==> src/rtl/busdx_pkg.sv <==
package busdx_pkg;
    typedef enum logic [1:0] {
        S_IDLE  = 2'd0,
        S_ADDR  = 2'd1,
        S_READ  = 2'd2,
        S_WRITE = 2'd3
    } cyc_state_t;

    typedef struct packed {
        logic mem_rd_n;
        logic mem_wr_n;
        logic io_rd_n;
        logic io_wr_n;
    } strobe_t;

    localparam strobe_t STROBE_IDLE = '{mem_rd_n: 1'b1, mem_wr_n: 1'b1,
                                        io_rd_n: 1'b1, io_wr_n: 1'b1};
endpackage

==> src/rtl/busdx_addr_hold.sv <==
module busdx_addr_hold #(
    parameter int HI_W = 8,
    parameter int LO_W = 8,
    localparam int ADDR_W = HI_W + LO_W
) (
    input  logic              clk,
    input  logic              rst_n,
    input  logic              ale,
    input  logic [HI_W-1:0]   addr_hi,
    input  logic [LO_W-1:0]   ad_lo,
    output logic [ADDR_W-1:0] addr_q
);
    always_ff @(posedge clk) begin
        if (!rst_n) begin
            addr_q <= '0;
        end else if (ale) begin
            addr_q <= {addr_hi, ad_lo};
        end
    end


    ale_capture_chk: assert property (@(posedge clk) disable iff (!rst_n)
        ale |=> (addr_q == {$past(addr_hi), $past(ad_lo)}));


    addr_hold_chk: assert property (@(posedge clk) disable iff (!rst_n)
        !ale |=> $stable(addr_q));
endmodule

==> src/rtl/busdx_cycle_fsm.sv <==
module busdx_cycle_fsm
    import busdx_pkg::*;
(
    input  logic       clk,
    input  logic       rst_n,
    input  logic       ale,
    input  logic       rd_n,
    input  logic       wr_n,
    input  logic       io_sel,
    output cyc_state_t state,
    output logic       io_q
);
    cyc_state_t state_nx;

    always_comb begin
        state_nx = state;
        unique case (state)
            S_IDLE: begin
                if (ale) state_nx = S_ADDR;
            end
            S_ADDR: begin
                if (ale)        state_nx = S_ADDR;
                else if (!rd_n) state_nx = S_READ;
                else if (!wr_n) state_nx = S_WRITE;
            end
            S_READ: begin
                if (ale || rd_n) state_nx = S_ADDR;
            end
            S_WRITE: begin
                if (ale || wr_n) state_nx = S_ADDR;
            end
            default: state_nx = S_IDLE;
        endcase
    end

    always_ff @(posedge clk) begin
        if (!rst_n) begin
            state <= S_IDLE;
        end else begin
            state <= state_nx;
        end
    end

    always_ff @(posedge clk) begin
        if (!rst_n) begin
            io_q <= 1'b0;
        end else if (state == S_ADDR && (state_nx == S_READ || state_nx == S_WRITE)) begin
            io_q <= io_sel;
        end
    end


    idle_ignores_strobe_chk: assert property (@(posedge clk) disable iff (!rst_n)
        (state == S_IDLE) |=> (state == S_IDLE || state == S_ADDR));


    space_held_chk: assert property (@(posedge clk) disable iff (!rst_n)
        (state == S_READ || state == S_WRITE) |=> $stable(io_q));


    read_priority_chk: assert property (@(posedge clk) disable iff (!rst_n)
        (state == S_ADDR && !ale && !rd_n && !wr_n) |=> (state == S_READ));
endmodule

==> src/rtl/busdx_strobe_dec.sv <==
module busdx_strobe_dec
    import busdx_pkg::*;
(
    input  logic       clk,
    input  logic       rst_n,
    input  cyc_state_t state,
    input  logic       io_q,
    output strobe_t    strb
);
    always_comb begin
        strb = STROBE_IDLE;
        unique case (state)
            S_READ: begin
                if (io_q) strb.io_rd_n  = 1'b0;
                else      strb.mem_rd_n = 1'b0;
            end
            S_WRITE: begin
                if (io_q) strb.io_wr_n  = 1'b0;
                else      strb.mem_wr_n = 1'b0;
            end
            default: strb = STROBE_IDLE;
        endcase
    end


    one_strobe_chk: assert property (@(posedge clk) disable iff (!rst_n)
        $onehot0(~{strb.mem_rd_n, strb.mem_wr_n, strb.io_rd_n, strb.io_wr_n}));
endmodule

==> src/rtl/busdx_data_steer.sv <==
module busdx_data_steer
    import busdx_pkg::*;
#(
    parameter int DW = 8
) (
    input  logic          clk,
    input  logic          rst_n,
    input  cyc_state_t    state,
    input  logic [DW-1:0] cpu_ad_in,
    input  logic [DW-1:0] sys_data_in,
    output logic [DW-1:0] cpu_ad_out,
    output logic          cpu_ad_oe,
    output logic [DW-1:0] sys_data_out,
    output logic          sys_data_oe
);
    always_comb begin
        cpu_ad_oe    = 1'b0;
        sys_data_oe  = 1'b0;
        cpu_ad_out   = '0;
        sys_data_out = '0;
        unique case (state)
            S_READ: begin
                cpu_ad_oe  = 1'b1;
                cpu_ad_out = sys_data_in;
            end
            S_WRITE: begin
                sys_data_oe  = 1'b1;
                sys_data_out = cpu_ad_in;
            end
            default: begin
                cpu_ad_oe   = 1'b0;
                sys_data_oe = 1'b0;
            end
        endcase
    end


    no_contention_chk: assert property (@(posedge clk) disable iff (!rst_n)
        !(cpu_ad_oe && sys_data_oe));
endmodule

==> src/rtl/busdx_top.sv <==
module busdx_top
    import busdx_pkg::*;
#(
    parameter int HI_W = 8,
    parameter int LO_W = 8,
    localparam int ADDR_W = HI_W + LO_W
) (
    input  logic              clk,
    input  logic              rst_n,
    input  logic [HI_W-1:0]   cpu_addr_hi,
    input  logic [LO_W-1:0]   cpu_ad_in,
    output logic [LO_W-1:0]   cpu_ad_out,
    output logic              cpu_ad_oe,
    input  logic              ale,
    input  logic              rd_n,
    input  logic              wr_n,
    input  logic              io_sel,
    output logic [ADDR_W-1:0] sys_addr,
    input  logic [LO_W-1:0]   sys_data_in,
    output logic [LO_W-1:0]   sys_data_out,
    output logic              sys_data_oe,
    output logic              mem_rd_n,
    output logic              mem_wr_n,
    output logic              io_rd_n,
    output logic              io_wr_n
);
    cyc_state_t state;
    logic       io_q;
    strobe_t    strb;

    busdx_addr_hold #(.HI_W(HI_W), .LO_W(LO_W)) u_addr (
        .clk(clk), .rst_n(rst_n), .ale(ale),
        .addr_hi(cpu_addr_hi), .ad_lo(cpu_ad_in), .addr_q(sys_addr)
    );

    busdx_cycle_fsm u_fsm (
        .clk(clk), .rst_n(rst_n), .ale(ale), .rd_n(rd_n), .wr_n(wr_n),
        .io_sel(io_sel), .state(state), .io_q(io_q)
    );

    busdx_strobe_dec u_dec (
        .clk(clk), .rst_n(rst_n), .state(state), .io_q(io_q), .strb(strb)
    );

    busdx_data_steer #(.DW(LO_W)) u_steer (
        .clk(clk), .rst_n(rst_n), .state(state),
        .cpu_ad_in(cpu_ad_in), .sys_data_in(sys_data_in),
        .cpu_ad_out(cpu_ad_out), .cpu_ad_oe(cpu_ad_oe),
        .sys_data_out(sys_data_out), .sys_data_oe(sys_data_oe)
    );

    assign mem_rd_n = strb.mem_rd_n;
    assign mem_wr_n = strb.mem_wr_n;
    assign io_rd_n  = strb.io_rd_n;
    assign io_wr_n  = strb.io_wr_n;


    mem_rd_origin_chk: assert property (@(posedge clk) disable iff (!rst_n)
        $fell(mem_rd_n) |-> ($past(!rd_n) && $past(!io_sel)));


    io_rd_origin_chk: assert property (@(posedge clk) disable iff (!rst_n)
        $fell(io_rd_n) |-> ($past(!rd_n) && $past(io_sel)));


    mem_wr_origin_chk: assert property (@(posedge clk) disable iff (!rst_n)
        $fell(mem_wr_n) |-> ($past(!wr_n) && $past(!io_sel)));


    io_wr_origin_chk: assert property (@(posedge clk) disable iff (!rst_n)
        $fell(io_wr_n) |-> ($past(!wr_n) && $past(io_sel)));


    ale_ends_access_chk: assert property (@(posedge clk) disable iff (!rst_n)
        ale |=> (mem_rd_n && mem_wr_n && io_rd_n && io_wr_n));


    read_dir_chk: assert property (@(posedge clk) disable iff (!rst_n)
        (!mem_rd_n || !io_rd_n) |-> (cpu_ad_oe && !sys_data_oe && cpu_ad_out == sys_data_in));


    write_dir_chk: assert property (@(posedge clk) disable iff (!rst_n)
        (!mem_wr_n || !io_wr_n) |-> (sys_data_oe && !cpu_ad_oe && sys_data_out == cpu_ad_in));


    idle_release_chk: assert property (@(posedge clk) disable iff (!rst_n)
        (mem_rd_n && mem_wr_n && io_rd_n && io_wr_n) |-> (!cpu_ad_oe && !sys_data_oe));
endmodule

==> config.mk <==
export PLATFORM = sky130hd
export DESIGN_NAME = busdx_top
export DESIGN_NICKNAME = d
export VERILOG_FILES = /design/src/rtl/busdx_pkg.sv /design/src/rtl/busdx_addr_hold.sv /design/src/rtl/busdx_cycle_fsm.sv /design/src/rtl/busdx_strobe_dec.sv /design/src/rtl/busdx_data_steer.sv /design/src/rtl/busdx_top.sv
export SDC_FILE = /design/constraint.sdc
export NUM_CORES = 1
export LEC_CHECK = 0
export ABC_CLOCK_PERIOD_IN_PS = 1100
export BUFFER_PORTS_ARGS = -buffer_cell sky130_fd_sc_hd__buf_2
export CAP_MARGIN = 10
export CORE_UTILIZATION = 39
export DETAILED_ROUTE_END_ITERATION = 12
export HOLD_SLACK_MARGIN = 0.12
export PLACE_DENSITY = 0.78
export SLEW_MARGIN = 20
export SYNTH_ARGS = -nofsm -noshare
export SYNTH_HDL_FRONTEND = slang
export SYNTH_SLANG_ARGS = --single-unit
==> constraint.sdc <==
create_clock -name clk -period 1.1 [get_ports clk]
set_input_delay 0.165 -clock clk [delete_from_list [all_inputs] [get_ports clk]]
set_output_delay 0.165 -clock clk [all_outputs]
set_load 0.005 [all_outputs]
After elaboration in Yosys (flattened, before gate mapping)

Cells that the tools add are included.

Register bits: 19
Input bits: 30
Output and inout port bits: 38

Eq/ne operators: 5
Multiplexer cells: 17
Reduce and logical (&&, ||, !) cells: 5

Operators with widths:

| operator           | count |
|---|---|
| $mux 8             | 2 |
| $mux 2             | 6 |
| $eq 2x2->1 const B | 4 |
| $mux 1             | 8 |
| $pmux 2 s4         | 1 |
| $logic_or 1x1->1   | 3 |
| $eq 2x1->1 const B | 1 |
| $logic_not 2->1    | 1 |
| $logic_and 1x1->1  | 1 |

Longest topological paths before layout

Gate-level depths: netlist of run 1.

Word-level depth: 7
Mapped depth: 5
Depth with buffers taken out: 3

Modules after synthesis

From an unflattened synthesis of run 1, not the netlist that was laid out.

Cells, all modules: 88
Area, all modules: 948.4 µm²

Modules (own cells, without submodules):

| module           | times used | cells an instance | area each (µm²) | sequential area each (µm²) |
|---|---|---|---|---|
| busdx_addr_hold  | 1          | 51                | 615.6           | 320.3 |
| busdx_data_steer | 1          | 20                | 168.9           | 0.0 |
| busdx_cycle_fsm  | 1          | 13                | 135.1           | 60.1 |
| busdx_strobe_dec | 1          | 4                 | 28.8            | 0.0 |

Least setup slack after synthesis of run 1

Ideal clock, no wire load.

Path kind: register to output
From: register u_fsm.state[1]
To: output cpu_ad_out[0]
Arrival: 842 ps
Data required time: 935 ps
Setup slack: 93 ps
Stages on the path, launching flop included: 4
Buffers on the path: 1
Cell sequence: dfxtp_1 -> nor2b_1 -> buf_2 -> and2_1

Word-level cells in the longest chain between the ends: 2

Ends and longest elaborated chain:

| item                   | RTL line               | text |
|---|---|---|
| from (decl)            | busdx_cycle_fsm.sv:10  | `output cyc_state_t state,` |
| from (signal assigned) | busdx_cycle_fsm.sv:40  | `state <= state_nx;` |
| $eq 2x2->1             | busdx_data_steer.sv:21 | `unique case (state)` |
| $mux 8                 | busdx_data_steer.sv:21 |  |
| to (decl)              | busdx_top.sv:12        | `output logic [LO_W-1:0] cpu_ad_out,` |

No other way between the ends.

Final worst setup path of run 1

Same ends and word-level chain as after synthesis.

==> results of run 1 <==
synth_stat cells, types with 2 or more instances:
master and n:
nor2b_1 17, nand2b_1 2, nand2_1 5, mux2i_1 17, and2_1 9, and3_1 8, dfxtp_1 19
registers in the layout, summed over array words and instances, names as in the netlist:
register	cells
u_addr.addr_q	16
u_fsm.state	2
u_fsm.io_q	1
logic make-up after synthesis:
logic type | Yosys count | synth area share
AOI/OAI and AO/OA | 3 | 0.02183
adders and majority gates | 1 | 0.01091
buffers and inverters | 8 | 0.06956
DFF | 19 | 0.4147
muxes | 17 | 0.1855
and+or+nand+nor | 44 | 0.2974
power by group through the flow:
stage	Sequential [uW]	Clock [uW]	Combinational, uW
finish	752	332	267
detailed placement	764	0	244
CTS	752	353	260
global route	758	378	292
global placement	763	0	235
floorplan	766	0	127
routing by layer:
metal	GRT usage	vias up	wire, um
met5	0	-	0
met4	0.05556	0	12
met3	0.06364	2	212
met2	0.3644	56	1236
met1	0.1941	410	927
li1	-	453	-
worst max path at each step:
stage	start	to	slack (ns)	depth (start not counted)
2_1_floorplan	u_fsm.state[1]	cpu_ad_out[0]	0.09	3
3_3_place_gp	u_fsm.state[1]	cpu_ad_out[2]	0.06	4
3_5_place_dp	u_fsm.state[1]	cpu_ad_out[7]	0.03	4
4_1_cts	u_fsm.state[0]	sys_data_out[4]	-0.19	3
5_1_grt	u_fsm.state[1]	cpu_ad_out[0]	-0.27	3
6_report	u_fsm.state[1]	cpu_ad_out[0]	-0.20	3
through the flow:
stage	instance area [um^2]	hold slack [ns]
global route	1444	0.1264
global placement	1277	0.4243
detailed placement	1277	0.4273
CTS	1396	0.1219
finish	1444	0.1332
floorplan	917.1	0.3038
cell type report:
class / count / share of cell area
clock buffers: 4 / 0.01820
flip-flops and latches: 19 / 0.2686
inverters: 1 / 0.002600
repair buffers: 76 / 0.3250
multi-input cells: 66 / 0.3614
well taps: 28 / 0.02426
placed cells by master (no fill, tap or decap):
| master | synthesis | final |
|---|---|---|
| buf_2 | 1 | 60 |
| mux2i_1 | 17 | 17 |
| dfxtp_1 | 19 | 17 |
| nor2b_1 | 17 | 16 |
| buf_6 | 1 | 9 |
| and3_1 | 8 | 5 |
| and2_1 | 9 | 5 |
| buf_4 | 1 | 5 |
| and2_4 | 0 | 4 |
| nand2_1 | 5 | 4 |
| and3_4 | 0 | 3 |
| clkbuf_4 | 1 | 3 |
| nor2b_4 | 0 | 2 |
| nand2b_1 | 2 | 2 |
| dfxtp_4 | 0 | 2 |
| nand2_2 | 0 | 1 |
| maj3_1 | 1 | 1 |
| o21a_1 | 1 | 1 |
| nor2_4 | 1 | 1 |
| nand3_2 | 1 | 1 |
| inv_1 | 1 | 1 |
| o21ai_1 | 0 | 1 |
| a22oi_1 | 1 | 1 |
| nor3b_1 | 1 | 1 |
| clkbuf_1 | 1 | 1 |
| dlygate4sd3_1 | 0 | 1 |
| buf_12 | 1 | 1 |
worst register-to-register path, delay by kind of cell, from the launching register on:
kind	cells	cell delay, ns
AND/OR/NAND/NOR	2	0.39
buffers and inverters	2	0.22
AO/OA/AOI/OAI	1	0.07
flip-flops	1	0.39
repair_timing:
item	in CTS	in global routing
gates cloned	1	0
resized for setup	15	10
hold buffers	1	0
hold endpoints to repair	1	0
setup buffers	3	1
setup endpoints to repair	22	23
pin swaps	11	6
==> impl_metrics.toml, run 1 <==
[sta]
period_share = 1.185
timing.setup.tns_ns = -3.437
timing.slew.headroom = 0.8025
fin_skew_ns = 0.0002416
slew_violations = 0
tightest_slew_ns = 0.2962
fin_crit_ns = 1.303
hold_viol = 0
rsz0062_at_grt = "yes"
worst_slack_ns = -0.2033
fmax_mhz = 767.3
setup_viol = 23

[setup_path]
path_cells = "nor2b_4, and2_4, buf_6"
slowest_stage = "dfxtp_4"
cp.arrival_ns = 1.14
cp_top_family = "flip-flops"
worst_setup_path_end_kind = "primary output"
cpPeakStageDelay_ns = 0.39
r2r_end = "u_fsm.state[1]"
reg2reg_from = "u_fsm.state[1]"
cp.required_ns = 0.94
critPathMaxFanout = 6
path_buf_inv = 1
r2r_slack_ns = -0.05
start_kind = "flip-flop"
crit_type = "reg2out"
ff2ff_path_depth = 5

[global_route]
antenna_found_initial = 0
grt_max_degree = 21
gr-usage-all-layers = 0.1913
grt_pass1_wl_mm = 3.670
globalRouteOverflowTotal = 0
grt_pass1_vias = 892

[final_layout]
diodes = 0
area_delta_synth_final_pct = 57.43
drive_gt1_frac = 0.5542
layout.nets = 197
seq_area_um2 = 387.9
multi_input_area_um2 = 521.8
num-fill-cells = 186
stdcell_count = 194
utilization = 0.6527

[cts]
cts_buffers = 3
clock_sinks = 19
clock_latency_ns = 0.28
htreeDepth = 1
ctsRootBufferMaster = "clkbuf_4"
cts.clk_slew.worst_paths_ns = 0.10
cts_max_path_buffers = 2
cts_tree = "done"

[logic_synthesis]
ys_ff_latch = 19
syn_nets = 122
yosysWarnings = 0
ys.flop_type = "dfxtp_1"
synthesis.area_um2 = 917.1
async_flop_share = 0
syn_area_per_cell_um2 = 9.969
ys_seq_area_frac = 0.4147
yosys-top-cells-area = "dfxtp_1 (41%), mux2i_1 (19%), nor2b_1 (12%)"
synth_edf_count = 0
synth_top_area_cell = "dfxtp_1"
yosysTopAreaCellShare = 0.4147
yosys.cell_types.count = 22
syn_inst = 92

[routing]
drt_wl_total_mm = 2.388
dr.pass1.iters = 2
routedWlPerCell_um = 12.31
dr.first_iter.drc_count = 1
route.antenna.remaining_nets = 0
viasPerCell = 4.747
dr_total_vias = 921
drc = 0

[worst_hold_path]
worstHoldEndpoint = "u_addr.addr_q[8]"
worstHoldStart = "cpu_addr_hi[0]"
min_path_type = "in2reg"
holdPathStages = 3

[placement]
place_ws_ns = 0.02922
gp_congestion = 0.8193
place_inst = 185
hpwl_mm = 1.651
port_buffers = 67

[floorplanning]
fp.dieH_um = 50.50
start_util = 0.4146
io_pins = 68
core_area_mm2 = 0.002212
dieArea_mm2 = 0.002550
die_w_um = 50.50
rows = 17

[run_status]
status = "finished, violations left"
violations = "setup timing"

[power_and_ir_drop]
p_seq_frac = 0.557
power.density_mw_per_mm2 = 935.6
switchingPower_uw = 329.4
p_leak_uw = 0.0007737
p_clk_frac = 0.246
p_sw_frac = 0.2438
power.total_uw = 1351
p_int_uw = 1022
peakVddDrop_v = 0.0008526
combPwrFrac = 0.198

[flow_run]
drv_cap = 0
(Power assumes the default switching activity.)
==> run 2, diff against run 1 <==
--- a/config.mk
+++ b/config.mk
@@ -5,7 +5,7 @@
 export SDC_FILE = /design/constraint.sdc
 export NUM_CORES = 1
 export LEC_CHECK = 0
-export ABC_CLOCK_PERIOD_IN_PS = 1100
+export ABC_CLOCK_PERIOD_IN_PS = 1460
 export BUFFER_PORTS_ARGS = -buffer_cell sky130_fd_sc_hd__buf_2
 export CAP_MARGIN = 10
 export CORE_UTILIZATION = 39
==> constraint.sdc (replaced) <==
create_clock -name clk -period 1.46 [get_ports clk]
set_input_delay 0.219 -clock clk [delete_from_list [all_inputs] [get_ports clk]]
set_output_delay 0.219 -clock clk [all_outputs]
set_load 0.005 [all_outputs]
==> run 2 against run 1 <==
  * The flow now finishes without violations
  * Cell count fell by 2.6%
  * Register-to-register slack improved by 0.40 ns
  * Worst setup slack better by 0.25 ns
  * Combinational power fell by 30%
  * Critical path type unchanged
==> impl_metrics.toml, run 2 (synthesized netlist as in run 1, its figures left out) <==
[final_layout]
largest_register = "u_addr.addr_q"
largest_reg_flops = 16
final_common_cell = "buf_2"
multi_input_area_um2 = 485.5
num-fill-cells = 205
layout_common_cells = "buf_2 (66), mux2i_1 (17), dfxtp_1 (17)"
seq_area_um2 = 382.9
area_delta_synth_final_pct = 46.11
layout.nets = 192
largest_registers = "u_addr.addr_q: 16 flops, u_fsm.state: 2 flops, u_fsm.io_q: 1 flops"
drive_gt1_frac = 0.5155
diodes = 0

[placement]
gp_congestion = 0.7200
hpwl_mm = 1.664
place_ws_ns = 0.3646
port_buffers = 67

[global_route]
globalRouteOverflowTotal = 0
met1_usage = 0.2107
grt_pass1_wl_mm = 3.601
top_usage_layer = "met2"
antenna_found_initial = 0
grtUsageMet2 = 0.3311
gr-usage-all-layers = 0.1894
grt_max_degree = 21
grt_pass1_vias = 817
gr-usage-met3 = 0.04545

[power_and_ir_drop]
p_sw_frac = 0.2636
switchingPower_uw = 271.8
p_leak_uw = 0.0007474
p_clk_frac = 0.271
power.density_mw_per_mm2 = 769.4
p_int_uw = 759.2
power.total_uw = 1031
combPwrFrac = 0.180
peakVddDrop_v = 0.0005769
p_seq_frac = 0.549

[setup_path]
crit_type = "reg2out"
cp.required_ns = 1.24
r2r_end = "u_fsm.state[0]"
r2r_slack_ns = 0.35
start_kind = "flip-flop"
ff2ff_path_depth = 3
reg2reg_from = "u_fsm.state[0]"
worst_setup_path_end_kind = "primary output"
cp.arrival_ns = 1.19
critPathMaxFanout = 6

[sta]
fin_crit_ns = 1.410
fin_skew_ns = 0.006653
slew_violations = 0
worst_slack_ns = 0.04965
period_share = 0.9660
setup_viol = 0
hold_viol = 0
tightest_slew_ns = 0.2769
timing.setup.tns_ns = 0
fmax_mhz = 709.0
timing.slew.headroom = 0.8154

[routing]
dr_total_vias = 890
drc = 0
route.antenna.remaining_nets = 0
routedWlPerCell_um = 11.61
dr.pass1.iters = 2
dr.first_iter.drc_count = 1
drt_wl_total_mm = 2.194
viasPerCell = 4.709

[cts]
cts_max_path_buffers = 2
cts_tree = "done"
clock_latency_ns = 0.30
ctsHoldBuffers = 0
ctsRootBufferMaster = "clkbuf_4"
clock_sinks = 19
cts.clk_slew.worst_paths_ns = 0.12
htreeDepth = 1
cts_buffers = 3

[worst_hold_path]
worstHoldEndpoint = "u_fsm.io_q"
holdPathStages = 3
min_path_type = "in2reg"
worstHoldStart = "io_sel"

[floorplanning]
rows = 17
die_w_um = 50.50
io_pins = 68
core_area_mm2 = 0.002212
start_util = 0.4146
dieArea_mm2 = 0.002550
fp.dieH_um = 50.50

[run_status]
status = "complete, no violations"

[flow_run]
drv_cap = 0
run 2: changes by cell type in the layout (fill, tap and decap cells not counted), sizes merged:
cell	change
buf	-3
clkbuf	-1
clkinvlp	+1
dlygate4sd3	-1
nor2b	-1
run 2: what timing repair did:
| action | CTS | global route |
|---|---|---|
| endpoints found under the hold margin | 0 | 0 |
| gates resized for setup | 0 | 12 |
| endpoints found under the setup margin | 0 | 13 |
| buffers inserted | 0 | 0 |
run 2: power groups by stage:
stage / clock [uW] / sequential [uW] / combinational [uW]
2_1_floorplan: 0 / 577 / 95.4
3_3_place_gp: 0 / 573 / 177
3_5_place_dp: 0 / 575 / 182
4_1_cts: 292 / 564 / 182
5_1_grt: 315 / 570 / 205
6_report: 280 / 566 / 186
run 2: critical path, stage by stage, from the launching register on:
cell and delay (ns):
dfxtp_2 0.37, nor2b_4 0.17, buf_6 0.13, and2_1 0.12, buf_2 0.10
run 2: final cells by class:
| type | instances | share of cell area |
|---|---|---|
| multi-input cells | 65 | 0.3623 |
| inverters | 1 | 0.002801 |
| clock inverters | 1 | 0.005602 |
| well taps | 28 | 0.02614 |
| flip-flops and latches | 19 | 0.2857 |
| repair buffers | 72 | 0.3007 |
| clock buffers | 3 | 0.01681 |
run 2: worst max path at each step:
stage                         from        endpoint  depth (start not counted)
CTS                 u_fsm.state[1]         io_wr_n                          4
finish              u_fsm.state[1]   cpu_ad_out[7]                          4
global placement    u_fsm.state[1]  u_fsm.state[0]                          3
floorplan           u_fsm.state[1]   cpu_ad_out[0]                          3
detailed placement  u_fsm.state[1]  u_fsm.state[0]                          3
global route        u_fsm.state[1]   cpu_ad_out[7]                          4
run 2: routing by layer:
metal,vias to the layer above,wire (um),part of all wire
met5,-,0,0
met4,0,19,0.0087
met3,2,179,0.082
met2,52,1051,0.48
met1,397,944,0.43
li1,439,-,-
run 2: metrics by stage:
stage | util | hold WS, ns | area, um^2 | instances
after CTS | 0.5877 | 0.1444 | 1300 | 188
after floorplan | - | 0.3578 | 917.1 | 92
after global placement | 0.5741 | 0.4747 | 1270 | 184
after global routing | 0.6058 | 0.1557 | 1340 | 189
final | 0.6058 | 0.1529 | 1340 | 189
after detailed placement | 0.5741 | 0.4817 | 1270 | 184
==> run 3, diff against run 2 <==
--- a/config.mk
+++ b/config.mk
@@ -12,6 +12,7 @@
 export DETAILED_ROUTE_END_ITERATION = 12
 export HOLD_SLACK_MARGIN = 0.12
 export PLACE_DENSITY = 0.78
+export REMOVE_ABC_BUFFERS = 1
 export SLEW_MARGIN = 20
 export SYNTH_ARGS = -nofsm -noshare
 export SYNTH_HDL_FRONTEND = slang
==> run 3 against run 2 <==
  * Hold slack improved by 0.0093 ns
  * Final area fell by 1.8%
  * Via count fell by 1.1%
  * Routed wire length fell by 1.5%
  * Clock skew fell by 0.0065 ns
  * Sequential share of layout area rose by 0.52 points
  * Register-to-register slack barely moved
  * Non-clock buffer count rose by 1
  * Die area did not move
  * Highest routed layer unchanged
  * Critical path type unchanged
  * Global-route usage fell by 1.2 points
  * Power fell by 2.8%
  * Clock power fell by 8.6%
==> impl_metrics.toml, run 3 (synthesized netlist as in run 1, its figures left out) <==
[run_status]
status = "complete, no violations"

[cts]
htreeDepth = 1
clock_latency_ns = 0.28
cts_tree = "done"
ctsRootBufferMaster = "clkbuf_4"
cts.clk_slew.worst_paths_ns = 0.10
cts_max_path_buffers = 2
cts_buffers = 3
clock_sinks = 19
ctsHoldBuffers = 0

[floorplanning]
rows = 17
io_pins = 68
dieArea_mm2 = 0.002550
start_util = 0.4146
core_area_mm2 = 0.002212
fp.dieH_um = 50.50
die_w_um = 50.50

[sta]
period_share = 0.9478
hold_viol = 0
fin_crit_ns = 1.384
slew_violations = 0
timing.setup.tns_ns = 0
fmax_mhz = 722.6
tightest_slew_ns = 0.5290
setup_viol = 0
timing.slew.headroom = 0.6473
fin_skew_ns = 0.0001446

[routing]
viasPerCell = 4.632
dr.pass1.iters = 2
drc = 0
dr_total_vias = 880
drt_wl_total_mm = 2.160
routedWlPerCell_um = 11.37
route.antenna.remaining_nets = 0
dr.first_iter.drc_count = 6

[final_layout]
layout.nets = 193
stdcell_count = 190
drive_gt1_frac = 0.5000
diodes = 0
num-fill-cells = 206
largest_reg_flops = 16
area_delta_synth_final_pct = 43.52
layout_common_cells = "buf_2 (67), mux2i_1 (17), dfxtp_1 (17)"
largest_register = "u_addr.addr_q"
largest_registers = "u_addr.addr_q: 16 flops, u_fsm.state: 2 flops, u_fsm.io_q: 1 flops"
final_common_cell = "buf_2"

[placement]
port_buffers = 67
hpwl_mm = 1.684
gp_congestion = 0.6398
place_inst = 184

[global_route]
globalRouteOverflowTotal = 0
antenna_found_initial = 0
grt_pass1_vias = 839
grt_max_degree = 21
grt_pass1_wl_mm = 3.443
gr-usage-all-layers = 0.1777

[setup_path]
cp.arrival_ns = 1.16
critPathLaunch = "u_fsm.state[1]"
start_kind = "flip-flop"
cp.required_ns = 1.24
crit_type = "reg2out"
reg2reg_from = "u_fsm.state[1]"
worst_setup_path_end_kind = "primary output"
critPathMaxFanout = 11

[power_and_ir_drop]
power.density_mw_per_mm2 = 761.4
p_int_uw = 757.4
p_sw_frac = 0.2443
p_leak_uw = 0.0007453
combPwrFrac = 0.180
peakVddDrop_v = 0.0004816
switchingPower_uw = 244.8
p_clk_frac = 0.255
p_seq_frac = 0.565

[flow_run]
drv_cap = 0

[worst_hold_path]
min_path_type = "in2reg"
worstHoldStart = "io_sel"
[run 3: cell types whose count changed in the layout (fill, tap and decap cells not counted)]
cell	previous run	this run
buf_4	1	4
and2_1	7	9
and2_4	2	0
buf_6	4	2
buf_12	1	0
buf_2	66	67
clkbuf_1	0	1
clkinvlp_4	1	0
[run 3: final cells by class]
cell class	count	area (um^2)	area share
Inverter	1	3.754	0.002852
Clock buffer	4	26.28	0.01996
Multi-Input combinational cell	65	480.5	0.3650
Tap cell	28	35.03	0.02662
Sequential cell	19	382.9	0.2909
Timing Repair Buffer	73	387.9	0.2947
[run 3: stage by stage]
step	setup WS, ns	total power (uW)	instance area, um^2	hold slack [ns]	util
final	0.07616	1002	1316	0.1623	0.5950
after global routing	-0.01216	1052	1316	0.1682	0.5950
after CTS	0.0005025	1007	1285	0.1597	0.5809
after detailed placement	0.2861	752.6	1257	0.4732	0.5684
after global placement	0.3275	745.2	1257	0.4729	0.5684
after floorplan	0.1198	645.3	857.1	0.2951	-
[run 3: what timing repair did]
action	4_1_cts	5_1_grt
resized for setup	1	5
buffers inserted	0	2
endpoints found under the setup margin	9	11
[run 3: power groups by stage]
stage	sequential, uW	clock (uW)	combinational, uW
floorplan	581	0	64.0
global placement	573	0	172
detailed placement	575	0	178
CTS	565	264	178
global route	570	281	201
finish	566	256	181
[run 3: final timing paths]
path | endpoint | slack [ns] | depth (start not counted)
worst max-delay path | cpu_ad_out[5] | 0.08 | 4
worst min-delay path | u_fsm.io_q | 0.16 | 3
worst max register to register | u_fsm.state[0] | 0.35 | 3
worst min register to register | u_fsm.io_q | 0.51 | 2
[run 3: critical path, cell delays in order (launching register included)]
cell,delay [ns]
dfxtp_2,0.37
nor2b_4,0.16
buf_6,0.13
and2_1,0.12
buf_2,0.10
[run 3: metal layers]
layer,track usage,wire length (um),vias to the layer above
met5,0,0,-
met1,0.1711,782,383
met2,0.3511,1114,51
met4,0.05556,13,0
met3,0.05455,249,2
li1,-,-,444
